### config.mk
export PLATFORM = sky130hd
export DESIGN_NAME = phycr_bridge
export DESIGN_NICKNAME = d
export VERILOG_FILES = /design/src/rtl/phycr_pkg.sv /design/src/rtl/phycr_hostregs.sv /design/src/rtl/phycr_wdog.sv /design/src/rtl/phycr_seq.sv /design/src/rtl/phycr_bridge.sv
export SDC_FILE = /design/constraint.sdc
export NUM_CORES = 1
export LEC_CHECK = 0
export ABC_CLOCK_PERIOD_IN_PS = 3100
export BUFFER_PORTS_ARGS = -buffer_cell sky130_fd_sc_hd__buf_2
export CORE_MARGIN = 4
export CORE_UTILIZATION = 49
export CTS_CLUSTER_DIAMETER = 80
export DETAILED_ROUTE_END_ITERATION = 7
export GPL_ROUTABILITY_DRIVEN = 1
export PLACE_DENSITY = 0.9
export SETUP_SLACK_MARGIN = 0.05
export SKIP_CTS_REPAIR_TIMING = 1
export SLEW_MARGIN = 40
export SYNTH_ARGS = -nofsm -noshare
export SYNTH_HDL_FRONTEND = slang
export SYNTH_SLANG_ARGS = --single-unit
### constraint.sdc
create_clock -name clk -period 3.1 [get_ports clk]
set_clock_uncertainty 0.15 [all_clocks]
set_input_delay 0.465 -clock clk [delete_from_list [all_inputs] [get_ports clk]]
set_output_delay 0.465 -clock clk [all_outputs]
set_load 0.05 [all_outputs]
### src/rtl/phycr_pkg.sv
package phycr_pkg;

   typedef enum logic [1:0] {
      OP_CAPA = 2'd0,
      OP_CAPD = 2'd1,
      OP_RD   = 2'd2,
      OP_WR   = 2'd3
   } cr_op_e;

   typedef enum logic [2:0] {
      ST_IDLE = 3'd0,
      ST_CAPA = 3'd1,
      ST_CAPD = 3'd2,
      ST_WR   = 3'd3,
      ST_RD1  = 3'd4,
      ST_GAP  = 3'd5,
      ST_RD2  = 3'd6
   } cr_state_e;

   localparam logic [7:0] OFS_STAGE  = 8'h0C;
   localparam logic [7:0] OFS_RESULT = 8'h10;
   localparam logic [7:0] OFS_CAPA   = 8'h14;
   localparam logic [7:0] OFS_CAPD   = 8'h18;
   localparam logic [7:0] OFS_RD     = 8'h1C;
   localparam logic [7:0] OFS_WR     = 8'h20;

endpackage

### src/rtl/phycr_hostregs.sv
module phycr_hostregs
   import phycr_pkg::*;
#(
   parameter int ADDR_W = 8,
   parameter int DATA_W = 32,
   parameter int CR_W   = 16
) (
   input  logic              clk,
   input  logic              rst_n,
   input  logic [ADDR_W-1:0] bus_addr,
   input  logic              bus_we,
   input  logic [DATA_W-1:0] bus_wdata,
   output logic [DATA_W-1:0] bus_rdata,
   input  logic              busy,
   input  cr_op_e            cur_op,
   input  logic              rd_load,
   input  logic [CR_W-1:0]   rd_value,
   input  logic              abort,
   output logic              start,
   output cr_op_e            start_op,
   output logic [CR_W-1:0]   stage_q
);

   localparam int TO_BIT  = CR_W;
   localparam int ERR_BIT = CR_W + 1;

   logic            is_cmd;
   logic            cmd_hit;
   logic            w1c_hit;
   logic [CR_W-1:0] result_q;
   logic            to_flag;
   logic            err_flag;
   logic            unused_hi;

   assign unused_hi = ^bus_wdata[DATA_W-1:ERR_BIT+1];

   always_comb begin
      is_cmd   = 1'b1;
      start_op = OP_CAPA;
      case (bus_addr)
         ADDR_W'(OFS_CAPA): start_op = OP_CAPA;
         ADDR_W'(OFS_CAPD): start_op = OP_CAPD;
         ADDR_W'(OFS_RD):   start_op = OP_RD;
         ADDR_W'(OFS_WR):   start_op = OP_WR;
         default:           is_cmd   = 1'b0;
      endcase
   end

   assign cmd_hit = bus_we && is_cmd && bus_wdata[0];
   assign start   = cmd_hit && !busy;
   assign w1c_hit = bus_we && (bus_addr == ADDR_W'(OFS_RESULT));

   always_ff @(posedge clk or negedge rst_n) begin
      if (!rst_n) begin
         stage_q  <= '0;
         result_q <= '0;
         to_flag  <= 1'b0;
         err_flag <= 1'b0;
      end else begin
         if (bus_we && (bus_addr == ADDR_W'(OFS_STAGE)))
            stage_q <= bus_wdata[CR_W-1:0];
         if (rd_load)
            result_q <= rd_value;
         if (abort)
            to_flag <= 1'b1;
         else if (w1c_hit && bus_wdata[TO_BIT])
            to_flag <= 1'b0;
         if (cmd_hit && busy)
            err_flag <= 1'b1;
         else if (w1c_hit && bus_wdata[ERR_BIT])
            err_flag <= 1'b0;
      end
   end

   always_comb begin
      bus_rdata = '0;
      case (bus_addr)
         ADDR_W'(OFS_STAGE): bus_rdata[CR_W-1:0] = stage_q;
         ADDR_W'(OFS_RESULT): begin
            bus_rdata[CR_W-1:0] = result_q;
            bus_rdata[TO_BIT]   = to_flag;
            bus_rdata[ERR_BIT]  = err_flag;
         end
         ADDR_W'(OFS_CAPA): bus_rdata[0] = busy && (cur_op == OP_CAPA);
         ADDR_W'(OFS_CAPD): bus_rdata[0] = busy && (cur_op == OP_CAPD);
         ADDR_W'(OFS_RD):   bus_rdata[0] = busy && (cur_op == OP_RD);
         ADDR_W'(OFS_WR):   bus_rdata[0] = busy && (cur_op == OP_WR);
         default: ;
      endcase
   end


   ignored_cmd_chk: assert property (@(posedge clk) disable iff (!rst_n)
      (cmd_hit && busy) |=> (cur_op == $past(cur_op)));


   sticky_err_chk: assert property (@(posedge clk) disable iff (!rst_n)
      (err_flag && !(w1c_hit && bus_wdata[ERR_BIT])) |=> err_flag);


   result_hold_chk: assert property (@(posedge clk) disable iff (!rst_n)
      !rd_load |=> $stable(result_q));

endmodule

### src/rtl/phycr_wdog.sv
module phycr_wdog #(
   parameter int TIMEOUT_CYC = 64
) (
   input  logic clk,
   input  logic rst_n,
   input  logic start,
   input  logic busy,
   output logic expire
);

   localparam int CNT_W = $clog2(TIMEOUT_CYC + 1);

   logic [CNT_W-1:0] cnt_q;

   if (TIMEOUT_CYC < 4) begin : g_bad_timeout
      $error("TIMEOUT_CYC must be at least 4");
   end

   always_ff @(posedge clk or negedge rst_n) begin
      if (!rst_n)
         cnt_q <= '0;
      else if (start)
         cnt_q <= '0;
      else if (busy)
         cnt_q <= cnt_q + 1'b1;
   end

   assign expire = busy && (cnt_q == CNT_W'(TIMEOUT_CYC - 1));


   window_bound_chk: assert property (@(posedge clk) disable iff (!rst_n)
      busy |-> (cnt_q < CNT_W'(TIMEOUT_CYC)));

endmodule

### src/rtl/phycr_seq.sv
module phycr_seq
   import phycr_pkg::*;
#(
   parameter int CR_W          = 16,
   parameter bit DISCARD_FIRST = 1'b1
) (
   input  logic            clk,
   input  logic            rst_n,
   input  logic            start,
   input  cr_op_e          start_op,
   input  logic [CR_W-1:0] stage,
   input  logic            expire,
   input  logic            cr_ack,
   input  logic [CR_W-1:0] cr_data_out,
   output logic [CR_W-1:0] cr_data_in,
   output logic            cr_cap_addr,
   output logic            cr_cap_data,
   output logic            cr_read,
   output logic            cr_write,
   output logic            busy,
   output cr_op_e          cur_op,
   output logic            rd_load,
   output logic [CR_W-1:0] rd_value
);

   cr_state_e       state_q;
   cr_state_e       state_d;
   cr_state_e       rd_entry;
   logic [CR_W-1:0] latch_q;

   if (DISCARD_FIRST) begin : g_discard
      assign rd_entry = ST_RD1;
   end else begin : g_single
      assign rd_entry = ST_RD2;
   end

   always_comb begin
      state_d = state_q;
      if (state_q == ST_IDLE) begin
         if (start) begin
            case (start_op)
               OP_CAPA: state_d = ST_CAPA;
               OP_CAPD: state_d = ST_CAPD;
               OP_WR:   state_d = ST_WR;
               default: state_d = rd_entry;
            endcase
         end
      end else if (expire) begin
         state_d = ST_IDLE;
      end else begin
         case (state_q)
            ST_CAPA, ST_CAPD, ST_WR, ST_RD2: if (cr_ack) state_d = ST_IDLE;
            ST_RD1: if (cr_ack) state_d = ST_GAP;
            ST_GAP: state_d = ST_RD2;
            default: state_d = ST_IDLE;
         endcase
      end
   end

   always_ff @(posedge clk or negedge rst_n) begin
      if (!rst_n) begin
         state_q <= ST_IDLE;
         cur_op  <= OP_CAPA;
         latch_q <= '0;
      end else begin
         state_q <= state_d;
         if ((state_q == ST_IDLE) && start) begin
            cur_op  <= start_op;
            latch_q <= stage;
         end
      end
   end

   assign busy        = (state_q != ST_IDLE);
   assign cr_data_in  = latch_q;
   assign cr_cap_addr = (state_q == ST_CAPA);
   assign cr_cap_data = (state_q == ST_CAPD);
   assign cr_write    = (state_q == ST_WR);
   assign cr_read     = (state_q == ST_RD1) || (state_q == ST_RD2);
   assign rd_load     = (state_q == ST_RD2) && cr_ack && !expire;
   assign rd_value    = cr_data_out;


   strobe_onehot_chk: assert property (@(posedge clk) disable iff (!rst_n)
      $onehot0({cr_cap_addr, cr_cap_data, cr_read, cr_write}));


   idle_quiet_chk: assert property (@(posedge clk) disable iff (!rst_n)
      !busy |-> !(cr_cap_addr || cr_cap_data || cr_read || cr_write));


   strobe_hold_chk: assert property (@(posedge clk) disable iff (!rst_n)
      (cr_cap_addr && !cr_ack && !expire) |=> cr_cap_addr);


   read_gap_chk: assert property (@(posedge clk) disable iff (!rst_n)
      (cr_read && cr_ack && !rd_load) |=> !cr_read);

endmodule

### src/rtl/phycr_bridge.sv
module phycr_bridge
   import phycr_pkg::*;
#(
   parameter int ADDR_W        = 8,
   parameter int DATA_W        = 32,
   parameter int CR_W          = 16,
   parameter int TIMEOUT_CYC   = 64,
   parameter bit DISCARD_FIRST = 1'b1
) (
   input  logic              clk,
   input  logic              rst_n,
   input  logic [ADDR_W-1:0] bus_addr,
   input  logic              bus_we,
   input  logic [DATA_W-1:0] bus_wdata,
   output logic [DATA_W-1:0] bus_rdata,
   output logic [CR_W-1:0]   cr_data_in,
   output logic              cr_cap_addr,
   output logic              cr_cap_data,
   output logic              cr_read,
   output logic              cr_write,
   input  logic              cr_ack,
   input  logic [CR_W-1:0]   cr_data_out
);

   if (ADDR_W < 6) begin : g_bad_addr
      $error("ADDR_W must cover offset 0x20");
   end
   if (CR_W + 3 > DATA_W) begin : g_bad_width
      $error("DATA_W must hold CR_W plus two flag bits and a spare bit");
   end

   logic            start;
   cr_op_e          start_op;
   cr_op_e          cur_op;
   logic [CR_W-1:0] stage_q;
   logic            busy;
   logic            expire;
   logic            rd_load;
   logic [CR_W-1:0] rd_value;

   phycr_hostregs #(.ADDR_W(ADDR_W), .DATA_W(DATA_W), .CR_W(CR_W)) regs_i (
      .clk(clk), .rst_n(rst_n), .bus_addr(bus_addr), .bus_we(bus_we),
      .bus_wdata(bus_wdata), .bus_rdata(bus_rdata), .busy(busy),
      .cur_op(cur_op), .rd_load(rd_load), .rd_value(rd_value),
      .abort(expire), .start(start), .start_op(start_op), .stage_q(stage_q)
   );

   phycr_seq #(.CR_W(CR_W), .DISCARD_FIRST(DISCARD_FIRST)) seq_i (
      .clk(clk), .rst_n(rst_n), .start(start), .start_op(start_op),
      .stage(stage_q), .expire(expire), .cr_ack(cr_ack),
      .cr_data_out(cr_data_out), .cr_data_in(cr_data_in),
      .cr_cap_addr(cr_cap_addr), .cr_cap_data(cr_cap_data),
      .cr_read(cr_read), .cr_write(cr_write), .busy(busy),
      .cur_op(cur_op), .rd_load(rd_load), .rd_value(rd_value)
   );

   phycr_wdog #(.TIMEOUT_CYC(TIMEOUT_CYC)) wdog_i (
      .clk(clk), .rst_n(rst_n), .start(start), .busy(busy), .expire(expire)
   );


   load_on_read_chk: assert property (@(posedge clk) disable iff (!rst_n)
      rd_load |-> (cr_read && cr_ack));


   abort_release_chk: assert property (@(posedge clk) disable iff (!rst_n)
      expire |=> !(cr_cap_addr || cr_cap_data || cr_read || cr_write));

endmodule

# After elaboration in Yosys (flattened, before gate mapping)
# Index checks and enable logic that the tools add are counted.
dict set report totals {
  ff_bits 62
  wordCells 77
  output_inout_bits 52
}
dict set report op_classes {
  reduce_logical 29
  n_eq_ne 21
  mux 18
  addsub 1
}
# op count
set ops {}
lappend ops {{$eq A8 B5 Y1 const B} 4}
lappend ops {{$pmux W15 S2} 1}
lappend ops {{$pmux W3 S3} 2}
lappend ops {{$logic_and A1 B1 Y1} 16}
lappend ops {{$mux W3} 5}
lappend ops {{$mux W7} 2}
lappend ops {{$eq A3 B3 Y1 const B} 3}
lappend ops {{$eq A8 B4 Y1 const B} 1}
lappend ops {{$eq A8 B6 Y1 const B} 1}
lappend ops {{$ne A4 B2 Y1 const B} 2}
lappend ops {{$reduce_or A4 Y1} 2}
lappend ops {{$add A7 B1 Y7 const B} 1}
lappend ops {{$eq A7 B6 Y1 const B} 1}
lappend ops {{$eq A2 B2 Y1 const B} 3}
lappend ops {{$eq A3 B2 Y1 const B} 2}
lappend ops {{$pmux W1 S6} 1}
lappend ops {{$pmux W2 S3} 1}
lappend ops {{$reduce_bool A2 Y1} 3}
lappend ops {{$mux W1} 5}
lappend ops {{$eq A2 B1 Y1 const B} 2}
lappend ops {{$logic_not A2 Y1} 2}
lappend ops {{$eq A3 B1 Y1 const B} 1}
lappend ops {{$logic_not A3 Y1} 1}
lappend ops {{$reduce_and A3 Y1} 1}
lappend ops {{other kinds (5)} 6}

# Longest topological paths before layout
dict set report depth {
  word_depth 8
  mapped_depth 7
  mapped_depth_nobuf 7
}

# By module
# From an unflattened synthesis, not the netlist that was laid out.
dict set report hier_totals {
  cells_unflattened 252
  area_unflattened_um2 3233.1
}
# module area_per_inst_um2 n_inst seq_area_each_um2 cells_each
set modules_own_cells {}
lappend modules_own_cells {phycr_hostregs 1761.7 1 850.8 133}
lappend modules_own_cells {phycr_seq 1136.1 1 525.5 87}
lappend modules_own_cells {phycr_wdog 335.3 1 175.2 32}

# Worst setup path after synthesis
# No wires, ideal clock.
dict set report synth_path {
  path_kind {input port to output port}
  from {in bus_addr[1]}
  to {out bus_rdata[0]}
  n_path_buf 0
  setup_slack_ns 0.110
  stages 5
  arrival_ns 2.375
  required_ns 2.485
  cell_sequence {or4_4 or4_1 a31oi_1 a21oi_1 o32ai_1}
}
dict set report synth_between {
  elab_chain_cells 2
}
# element line_no
set synth_rtl {}
lappend synth_rtl {{start: declaration} phycr_bridge.sv:12} ;# input logic [ADDR_W-1:0] bus_addr,
lappend synth_rtl {{$eq A8 B6 Y1 (tied with other cells)} phycr_hostregs.sv:77} ;# case (bus_addr)
lappend synth_rtl {{$pmux W1 S6 (*)} phycr_hostregs.sv:77}
lappend synth_rtl {{end: declaration} phycr_bridge.sv:15} ;# output logic [DATA_W-1:0] bus_rdata,
# Mark *: on every way between the ends. The rest lies on a longest branch, timed or not.

# Worst setup path in the final report
# Ends and elaborated chain as after synthesis.

==> impl_metrics.json <==
{
  "status": "complete, no violations",
  "drv_slew": 0,
  "synth_top_area_share_pct": 51.9,
  "drt_iter0_markers": 169,
  "power_frac_comb_pct": 17.8,
  "antenna_cells": 0,
  "drive_above_1_share_pct": 43.8,
  "drc": 0,
  "min_to": "regs_i.stage_q[10]",
  "p_sw_mw": 0.570,
  "cp_data_arrival_time_ns": 2.21,
  "synth_area_leaders": "dfrtp_1 52%, mux2_2 15%, a22o_1 4.4%, buf_4 3.8%, mux2_1 3.8%",
  "internal_power_mw": 1.26,
  "gr-usage-all-layers_pct": 18.7,
  "final_nets": 406,
  "hold_viol": 0,
  "critPathMaxFanout": 4,
  "rrSetupSlack_ns": 0.85,
  "synth.yosys.seq_area_share_pct": 51.9,
  "yosys.area.top_type": "dfrtp_1",
  "die_w_um": 86.1,
  "cts_buffers": 9,
  "vias": 2294,
  "cts_root_buffer": "clkbuf_8",
  "crit_type": "in2out",
  "clkPwrFrac_pct": 32.4,
  "postSynthCellCount": 253,
  "syn2layout_area_growth_pct": 22.2,
  "end_kind": "output pin",
  "syn_area_um2": 2990,
  "cts.sinks": 62,
  "min_path_type": "in2reg",
  "synth.avg_cell_area_um2": 11.8,
  "io_buffers": 83,
  "grt_overflow_total": 0,
  "timing.fmax_ghz": 0.354,
  "dieArea_um2": 7410,
  "swShare_pct": 31.2,
  "min_path_cells": 2,
  "die_y_um": 86.1,
  "fin_tns_setup_ns": 0,
  "cts_tree": "yes",
  "dr.pass1.iters": 4,
  "h-tree-depth": 3,
  "grt_pass1_vias": 2353,
  "start_kind": "input pin",
  "regToRegEndpoint": "regs_i.result_q[6]",
  "initial_core_util_pct": 50.5,
  "post-route-period-util_pct": 91.2,
  "drt-total-wl_um": 6500,
  "gp_congestion": 0.833,
  "peakVddDrop_mv": 0.353,
  "core_area_um2": 5920,
  "grt_start_max_net_pins": 63,
  "num_rows": 28,
  "rsz0062_at_grt": "no",
  "synth.ff_latch_count": 62,
  "finalSetupViolations": 0,
  "power.share.sequential_pct": 49.8,
  "hpwl_um": 4700,
  "clk_path_buf_depth": 2,
  "worstSkewPairLatency_ns": 0.33,
  "yosys_warnings": 0,
  "maxCapViolations": 0,
  "io_pins": 112,
  "p_leak_nw": 1.96,
  "reg2reg_from": "wdog_i.cnt_q[0]",
  "required_ns": 2.48,
  "min_period_ns": 2.83,
  "avgViaCountPerCell": 5.41,
  "postRouteAntennaNets": 0,
  "r2r_cells": 6,
  "timing.hold.ws_ns": 0.203,
  "min_from": "bus_wdata[10]",
  "synth.distinct_cells": 38,
  "nFillCells": 483,
  "cts.clk_slew.worst_paths_ns": 0.07,
  "grt_antenna_before_repair": 0,
  "power.density_nw_per_um2": 501,
  "drt-wirelength-per-cell_um": 15.3,
  "grt_pass1_wl_um": 10800
}
metal layers:
metal / up-vias / wire, um / global-route usage (%)
li1: 1076 / - / -
met2: 109 / 2930 / 28.1
met1: 1099 / 2650 / 23.9
met4: 0 / 100 / 6.47
met3: 10 / 825 / 8.65
met5: - / 0 / 0
power by group through the flow:
| stage | sequential (mW) | combinational, mW | clock (mW) |
|---|---|---|---|
| global placement | 0.921 | 0.309 | 0 |
| finish | 0.911 | 0.325 | 0.594 |
| CTS | 0.911 | 0.328 | 0.619 |
| global route | 0.921 | 0.364 | 0.652 |
| detailed placement | 0.926 | 0.326 | 0 |
| floorplan | 0.908 | 0.245 | 0 |
worst max path at each step:
stage,depth (start not counted),startpoint,end
2_1_floorplan,5,bus_addr[1],bus_rdata[0]
3_3_place_gp,7,bus_addr[1],bus_rdata[0]
3_5_place_dp,7,bus_addr[1],bus_rdata[0]
4_1_cts,7,bus_addr[1],bus_rdata[0]
5_1_grt,7,bus_addr[1],bus_rdata[0]
6_report,7,bus_addr[1],bus_rdata[0]
critical path, cell delays in order:
cell,delay [ns]
buf_2,0.10
or4_4,0.57
or4_1,0.41
a31oi_1,0.17
a21oi_1,0.05
o32ai_1,0.12
buf_2,0.32
metrics by stage:
stage,total power [mW],worst slack [ns],util [%],area [um2],instances
floorplan,1.15,0.110,-,3040,266
global route,1.94,0.176,61.7,3650,424
finish,1.83,0.273,61.7,3650,424
global placement,1.23,0.279,58.7,3480,407
CTS,1.86,0.271,61.5,3640,423
detailed placement,1.25,0.272,58.7,3480,407
cells by family (layout without fill, tap and decap cells):
kind of cell | after synthesis | in the layout | share of synthesized area (%)
flip-flops | 62 | 62 | 51.9
XOR/XNOR | 1 | 1 | 0.293
adder cells (fa/ha/maj) | 2 | 2 | 0.837
other | 1 | 14 | 0.125
multiplexers | 51 | 51 | 19.2
buffers and inverters | 31 | 114 | 6.32
AND/OR/NAND/NOR | 61 | 61 | 11.3
AO/OA/AOI/OAI | 44 | 44 | 10.0
synth_stat cells (all sizes together):
cell and count:
dfrtp 62, mux2 51, buf 20, o21ai 16, a22o 15, nand2 14, nand3 11, nor2 10
clkbuf 8, a21oi 4, a31oi 3, and2 3, and3 3, inv 3, nor3b 3, or3 3
and3b 2, ha 2, nand4 2, nor2b 2, nor3 2, nor4 2, or4 2, a2111oi 1
a21o 1, a32oi 1, conb 1, nor4b 1, o211ai 1, o21bai 1, o32ai 1, or2 1
xor2 1
cells in the final DEF, fill, tap and decap left out, drive strengths merged, types with 2 or more instances in the layout:
cell type	count
a22o	15
nand2	14
clkbuf	10
nor4	2
nor2	10
or4	2
a31oi	3
conb	14
and3	3
nor3	2
and2	3
ha	2
nand4	2
mux2	51
inv	3
clkinv	4
or3	3
buf	94
nor3b	3
dfrtp	62
o21ai	16
nand3	11
clkinvlp	2
nor2b	2
and3b	2
a21oi	4
cell type report:
type | count | area (um2) | share of cell area [%]
Clock buffer | 10 | 128 | 3.49
Clock inverter | 6 | 38.8 | 1.06
Inverter | 3 | 11.3 | 0.308
Multi-Input combinational cell | 173 | 1300 | 35.5
Sequential cell | 62 | 1550 | 42.5
Tap cell | 75 | 93.8 | 2.57
Timing Repair Buffer | 95 | 533 | 14.6
sequential cells by signal (all words and copies together) (netlist names):
name and cells:
wdog_i.cnt_q 7, seq_i.state_q 3, regs_i.stage_q 16, regs_i.result_q 16
regs_i.err_flag 1, seq_i.cr_data_in 16, seq_i.cur_op 2, regs_i.to_flag 1
Note: power is estimated with default switching activity, not from simulation.
